## config.mk

```make
export PLATFORM = sky130hd
export DESIGN_NAME = keyer
export DESIGN_NICKNAME = d
export VERILOG_FILES = /design/src/rtl/keyer_pkg.sv /design/src/rtl/keyer_unit_div.sv /design/src/rtl/keyer_elem_sel.sv /design/src/rtl/keyer_seq.sv /design/src/rtl/keyer.sv
export SDC_FILE = /design/constraint.sdc
export NUM_CORES = 1
export LEC_CHECK = 0
export CAP_MARGIN = 0
export CORE_AREA = 2 2 39 41
export CTS_BUF_LIST = sky130_fd_sc_hd__clkbuf_8
export DETAILED_ROUTE_END_ITERATION = 10
export DIE_AREA = 0 0 41 43
export PLACE_DENSITY = 0.71
export SLEW_MARGIN = 20
export SYNTH_ARGS = -nofsm -noshare
export SYNTH_HDL_FRONTEND = slang
export SYNTH_SLANG_ARGS = --single-unit
```

## constraint.sdc

```tcl
create_clock -name clk -period 1.65 [get_ports clk]
set_input_delay 0.33 -clock clk [delete_from_list [all_inputs] [get_ports clk]]
set_output_delay 0.33 -clock clk [all_outputs]
set_load 0.02 [all_outputs]
```

## src/rtl/keyer_pkg.sv

```systemverilog
// Shared types for the paddle keyer.
// Assumes: none; a type-only package.
package keyer_pkg;
    typedef enum logic [1:0] {KS_IDLE, KS_MARK, KS_SPACE} kstate_t;
    typedef enum logic {EL_DOT = 1'b0, EL_DASH = 1'b1} elem_t;
endpackage

```

## src/rtl/keyer_unit_div.sv

```systemverilog
// Divides the half-unit tick down to one strobe per timing unit.
// Assumes: TICKS_PER_UNIT >= 2; while run is low the count is held at zero,
// so every element starts on a fresh unit boundary.
module keyer_unit_div #(
    parameter int TICKS_PER_UNIT = 2
) (
    input  logic clk,
    input  logic rst_n,
    input  logic run,
    input  logic tick,
    output logic unit_end
);
    localparam int CW = $clog2(TICKS_PER_UNIT);
    localparam logic [CW-1:0] LAST = CW'(TICKS_PER_UNIT - 1);

    logic [CW-1:0] tcnt;

    // Unit boundary: last tick of the current unit while running.
    always_comb unit_end = run && tick && (tcnt == LAST);

    // Tick counter, cleared while idle and wrapped at each unit boundary.
    always_ff @(posedge clk) begin
        if (!rst_n || !run) begin
            tcnt <= '0;
        end else if (tick) begin
            tcnt <= (tcnt == LAST) ? '0 : tcnt + 1'b1;
        end
    end
endmodule

```

## src/rtl/keyer_elem_sel.sv

```systemverilog
// Picks the next element from the lever levels and holds the alternation flop.
// Assumes: the levers are debounced and synchronous to clk; load pulses on the
// edge where a new element begins, and fresh is high only while idle.
module keyer_elem_sel
    import keyer_pkg::*;
(
    input  logic  clk,
    input  logic  rst_n,
    input  logic  dot_lever,
    input  logic  dash_lever,
    input  logic  fresh,
    input  logic  load,
    output logic  next_valid,
    output elem_t next_elem,
    output elem_t cur_elem
);
    logic both;

    // Choice of the next element: alternate when both levers are held.
    always_comb begin
        both       = dot_lever && dash_lever;
        next_valid = dot_lever || dash_lever;
        if (both) begin
            next_elem = fresh ? EL_DOT : ((cur_elem == EL_DOT) ? EL_DASH : EL_DOT);
        end else if (dash_lever) begin
            next_elem = EL_DASH;
        end else begin
            next_elem = EL_DOT;
        end
    end

    // Alternation flop: remembers the element now being sent.
    always_ff @(posedge clk) begin
        if (!rst_n) begin
            cur_elem <= EL_DOT;
        end else if (load) begin
            cur_elem <= next_elem;
        end
    end
endmodule

```

## src/rtl/keyer_seq.sv

```systemverilog
// Mark/space sequencer: counts units for the key-down time and trailing space,
// and decides at the end of each space whether to start another element.
// Assumes: unit_end pulses once per unit while run is high; cur_elem is
// updated on the same edge as load.
module keyer_seq
    import keyer_pkg::*;
#(
    parameter int DOT_UNITS  = 1,
    parameter int DASH_UNITS = 3,
    parameter int GAP_UNITS  = 1
) (
    input  logic  clk,
    input  logic  rst_n,
    input  logic  unit_end,
    input  logic  next_valid,
    input  elem_t cur_elem,
    output logic  run,
    output logic  fresh,
    output logic  load,
    output logic  key,
    output logic  strobe
);
    localparam int MAXU = (DASH_UNITS > GAP_UNITS) ?
                          ((DASH_UNITS > DOT_UNITS) ? DASH_UNITS : DOT_UNITS) :
                          ((GAP_UNITS > DOT_UNITS) ? GAP_UNITS : DOT_UNITS);
    localparam int UCW = $clog2(MAXU + 1);
    localparam logic [UCW-1:0] DOT_LAST  = UCW'(DOT_UNITS - 1);
    localparam logic [UCW-1:0] DASH_LAST = UCW'(DASH_UNITS - 1);
    localparam logic [UCW-1:0] GAP_LAST  = UCW'(GAP_UNITS - 1);

    kstate_t        state;
    logic [UCW-1:0] ucnt;
    logic [UCW-1:0] mark_last;
    logic           mark_done;
    logic           space_done;
    logic           strobe_q;

    // Decode of the current phase and its end conditions.
    always_comb begin
        mark_last  = (cur_elem == EL_DASH) ? DASH_LAST : DOT_LAST;
        mark_done  = (state == KS_MARK)  && unit_end && (ucnt == mark_last);
        space_done = (state == KS_SPACE) && unit_end && (ucnt == GAP_LAST);
        fresh      = (state == KS_IDLE);
        run        = (state != KS_IDLE);
        load       = (fresh && next_valid) || (space_done && next_valid);
        key        = (state == KS_MARK);
        strobe     = strobe_q;
    end

    // State and unit counter.
    always_ff @(posedge clk) begin
        if (!rst_n) begin
            state <= KS_IDLE;
            ucnt  <= '0;
        end else begin
            case (state)
                KS_IDLE: begin
                    ucnt <= '0;
                    if (next_valid) state <= KS_MARK;
                end
                KS_MARK: begin
                    if (mark_done) begin
                        state <= KS_SPACE;
                        ucnt  <= '0;
                    end else if (unit_end) begin
                        ucnt <= ucnt + 1'b1;
                    end
                end
                KS_SPACE: begin
                    if (space_done) begin
                        state <= next_valid ? KS_MARK : KS_IDLE;
                        ucnt  <= '0;
                    end else if (unit_end) begin
                        ucnt <= ucnt + 1'b1;
                    end
                end
                default: begin
                    state <= KS_IDLE;
                    ucnt  <= '0;
                end
            endcase
        end
    end

    // Element-start strobe, registered together with the key rise.
    always_ff @(posedge clk) begin
        if (!rst_n) strobe_q <= 1'b0;
        else        strobe_q <= load;
    end
endmodule

```

## src/rtl/keyer.sv

```systemverilog
// Iambic paddle keyer top: unit divider, element selector and sequencer.
// Assumes: tick is a one-cycle enable at twice the dot rate; levers are
// debounced and synchronous; reset is synchronous and active low.
module keyer
    import keyer_pkg::*;
#(
    parameter int TICKS_PER_UNIT = 2,
    parameter int DOT_UNITS      = 1,
    parameter int DASH_UNITS     = 3,
    parameter int GAP_UNITS      = 1
) (
    input  logic clk,
    input  logic rst_n,
    input  logic tick,
    input  logic dot_lever,
    input  logic dash_lever,
    output logic key_out,
    output logic tone_gate,
    output logic busy,
    output logic elem_strobe
);
    logic  run;
    logic  unit_end;
    logic  fresh;
    logic  load;
    logic  next_valid;
    elem_t next_elem;
    elem_t cur_elem;
    logic  key;
    logic  strobe;

    keyer_unit_div #(.TICKS_PER_UNIT(TICKS_PER_UNIT)) u_div (
        .clk(clk), .rst_n(rst_n), .run(run), .tick(tick), .unit_end(unit_end)
    );

    keyer_elem_sel u_sel (
        .clk(clk), .rst_n(rst_n), .dot_lever(dot_lever), .dash_lever(dash_lever),
        .fresh(fresh), .load(load), .next_valid(next_valid),
        .next_elem(next_elem), .cur_elem(cur_elem)
    );

    keyer_seq #(
        .DOT_UNITS(DOT_UNITS), .DASH_UNITS(DASH_UNITS), .GAP_UNITS(GAP_UNITS)
    ) u_seq (
        .clk(clk), .rst_n(rst_n), .unit_end(unit_end), .next_valid(next_valid),
        .cur_elem(cur_elem), .run(run), .fresh(fresh), .load(load),
        .key(key), .strobe(strobe)
    );

    // Output drive: one key level feeds both the key and the sidetone gate.
    always_comb begin
        key_out     = key;
        tone_gate   = key;
        busy        = run;
        elem_strobe = strobe;
    end
endmodule

```

==> run_results.csv <==
group,metric,value,unit
run_status,outcome,"complete, no violations",
cts,clockBufferDepth,2,
floorplan,boundaryPins,9,
timing,max_freq,650.1,MHz
worst_setup_path,end_kind,"register",
cts,numCtsBuffers,3,
pwr,p_leak,0.0003138,uW
worst_setup_path,crit_path_cell_trace,"inv_1 > ha_1 > nor2b_1 > a221oi_4 > a211o_2 > o41ai_2",
synth,syn_area,474.2,um^2
layout,syn_to_final_growth,38.52,%
worst_setup_path,crit_path_top_delay_cell,"a211o_2",
worst_setup_path,start_kind,"register",
layout,fin_area,656.9,um^2
grt,grt_pass1_wl,1745,um
synth,synth_compound_area_frac,0.2401,
grt,grt_pass1_vias,429,
layout,final_common_cell,"inv_1",
cts,cts_sinks,7,
worst_setup_path,r2r-start,"u_seq.state[0]",
timing,skew,0.0008052,ns
pwr,power_density,1170,mW/mm^2
placed_design,dpl-instance-area,611.8,um^2
grt,grt-ovfl-total,0,
timing,worst_pin_slew,0.2699,ns
timing,fin_tns_setup,0,ns
pwr,ir_worst_vdd,0.0003779,V
worst_setup_path,worstPathMaxFanout,5,
cts,h-tree-depth,1,
worst_setup_path,endpoint,"u_seq.state[0]",
timing,hold_viol_final,0,
synth,yosys_warnings,0,
synth,synthCells,50,
worst_setup_path,cp.depth,6,
synth,synth_seq_cells,7,
synth,yosys.area_share.adder,0.1319,
synth,synth.distinct_cells,23,
floorplan,initial_utilization,0.3427,
worst_setup_path,r2r_cells,6,
timing,period_share,0.9323,
grt,grt_max_degree,6,
routing,antenna_left,0,
layout,fill_cells,146,
routing,wl,955,um
worst_setup_path,startpoint,"u_seq.state[0]",
routing,route.vias.total,385,
timing,fin_crit,1.538,ns
layout,most-common-layout-cells,"9 x inv_1, 6 x buf_4, 6 x dfxtp_1, 5 x clkdlybuf4s50_1",
worst_setup_path,path_buf_inv,1,
grt,track_usage,0.1493,
synth,synth_top_family_by_area,"compound AO/OA/AOI/OAI gates",
floorplan,die_x,41,um
synth,synthXorXnorAreaFrac,0.05541,
cts,clk_latency,0.23,ns
synth,avgSynthCellArea,9.484,um^2
floorplan,die_h,43,um
routing,initialDrtViolationCount,3,
worst_setup_path,critPathKind,"reg -> reg",
placed_design,hpwlAfterDp,729.6,um
routing,drc,0,
worst_setup_path,arrival,1.67,ns
routing,viasPerCell,4.639,
floorplan,coreArea,0.001384,mm^2
grt,antenna_found_initial,0,
worst_setup_path,r2r_slack,0.11,ns
layout,drive_above_1_share,0.2687,
synth,syn-num-nets,60,
worst_hold_path,hp-class,"reg -> reg",
worst_setup_path,r2r_end,"u_seq.state[0]",
floorplan,rows,14,
routing,first_pass_iters,2,
worst_setup_path,cp.required,1.78,ns
cts,cts_tree,"built",
timing,finalSetupViolations,0,
synth,synthSimpleGateAreaFrac,0.1768,
layout,layout.nets,78,
flow_run,drv_cap,0,
timing,slew_headroom,0.8190,
synth,ys_seq_area_frac,0.2955,
synth,synth.area.mux_share,0.02111,
worst_setup_path,slowest_delay,0.35,ns
floorplan,die_area,0.001763,mm^2
placed_design,place_congestion,0.7362,
routing,wire_per_inst,11.51,um
cts,clk_pin_slew,0.04,ns
layout,n_antenna_cell,0,
worst_setup_path,critPathTopFamily,"compound AO/OA/AOI/OAI gates",
timing,slew_viol_final,0,
cts,root_buffer,"clkbuf_8",
placed_design,io_buffer_count,8,
-- stage by stage --
stage	std cells	total power, uW	util	setup slack, ns	hold slack (ns)
final	83	768.7	0.4747	0.1117	0.5404
after global routing	83	820.7	0.4747	-0.001435	0.5971
after CTS	83	770.8	0.4720	0.04169	0.5415
after detailed placement	79	550.9	0.4421	-0.02626	0.5314
after global placement	79	543.7	0.4421	-0.0004997	0.5236
after floorplan	50	427.8	-	0.1114	0.4759
-- worst min path at each step --
stage,end,cells past startpoint,from
after floorplan,u_seq.strobe,1,rst_n
final,u_sel.cur_elem,2,u_sel.cur_elem
after global placement,u_sel.cur_elem,2,u_sel.cur_elem
after CTS,u_sel.cur_elem,2,u_sel.cur_elem
after global routing,u_sel.cur_elem,2,u_sel.cur_elem
after detailed placement,u_sel.cur_elem,2,u_sel.cur_elem
-- flip-flops by register name (all words and copies together) (netlist names) --
name            count
u_seq.strobe        1
u_sel.cur_elem      1
u_seq.state         2
u_div.tcnt          1
u_seq.ucnt          2
-- power by group --
| part | leakage (uW) | internal [uW] | switching [uW] |
|---|---|---|---|
| Clock | 0.0000269 | 161 | 78.7 |
| Combinational | 0.000229 | 156 | 161 |
| Sequential | 0.0000575 | 195 | 17.4 |
-- synth_stat cells --
cell type,number,area (um^2)
nor3_1,3,15.01
dfxtp_1,7,140.1
and2_1,1,6.260
o21ai_0,2,10.01
a221oi_4,1,26.28
buf_4,1,7.510
mux2i_1,1,10.01
nand3b_4,1,20.02
nand2_1,2,7.510
nor2b_1,3,18.77
a211oi_1,1,7.510
a41o_2,1,11.26
inv_1,8,30.03
o31ai_2,1,12.51
o41ai_2,1,16.27
ha_1,5,62.56
and3_1,1,6.260
nor2_1,1,3.750
xnor2_1,2,17.52
a211o_2,1,10.01
xor2_1,1,8.760
a21oi_1,4,20.02
or2_2,1,6.260
-- worst min-delay path, delay by kind of cell (launching register included) --
family | cells | cell delay [ns]
AOI/OAI and AO/OA | 1 | 0.12
and+or+nand+nor | 1 | 0.05
DFF | 1 | 0.32
-- final cells by class --
| type | count | area (um^2) | share of cell area |
|---|---|---|---|
| Multi-Input combinational cell | 34 | 299.0 | 0.4552 |
| Timing Repair Buffer | 14 | 121.4 | 0.1848 |
| Sequential cell | 7 | 141.4 | 0.2152 |
| Tap cell | 16 | 20.02 | 0.03048 |
| Inverter | 8 | 30.03 | 0.04571 |
| Clock buffer | 3 | 41.29 | 0.06286 |
| Clock inverter | 1 | 3.754 | 0.005714 |
-- kinds of logic (layout without fill, tap and decap cells) --
group	count (synthesis)	in the layout
AO/OA/AOI/OAI	12	12
AND/OR/NAND/NOR	13	13
buffers and inverters	9	26
flip-flops	7	7
XOR/XNOR	3	3
multiplexers	1	1
adder cells (fa/ha/maj)	5	5
-- routing by layer --
metal,GRT usage,wire length (um),up-vias,share of wire
met5,0,0,-,0
li1,-,-,204,-
met2,0.2500,485,10,0.51
met1,0.1534,403,169,0.42
met4,0.1000,25,0,0.026
met3,0.03141,40,2,0.042
-- repair_timing --
action | in CTS | in global routing
gates resized for setup | 3 | 2
gates cloned | 0 | 0
endpoints found under the setup margin | 3 | 5
buffers inserted | 0 | 0
pin swaps | 0 | 3
hold buffers | 0 | 0
(Power assumes the default switching activity.)
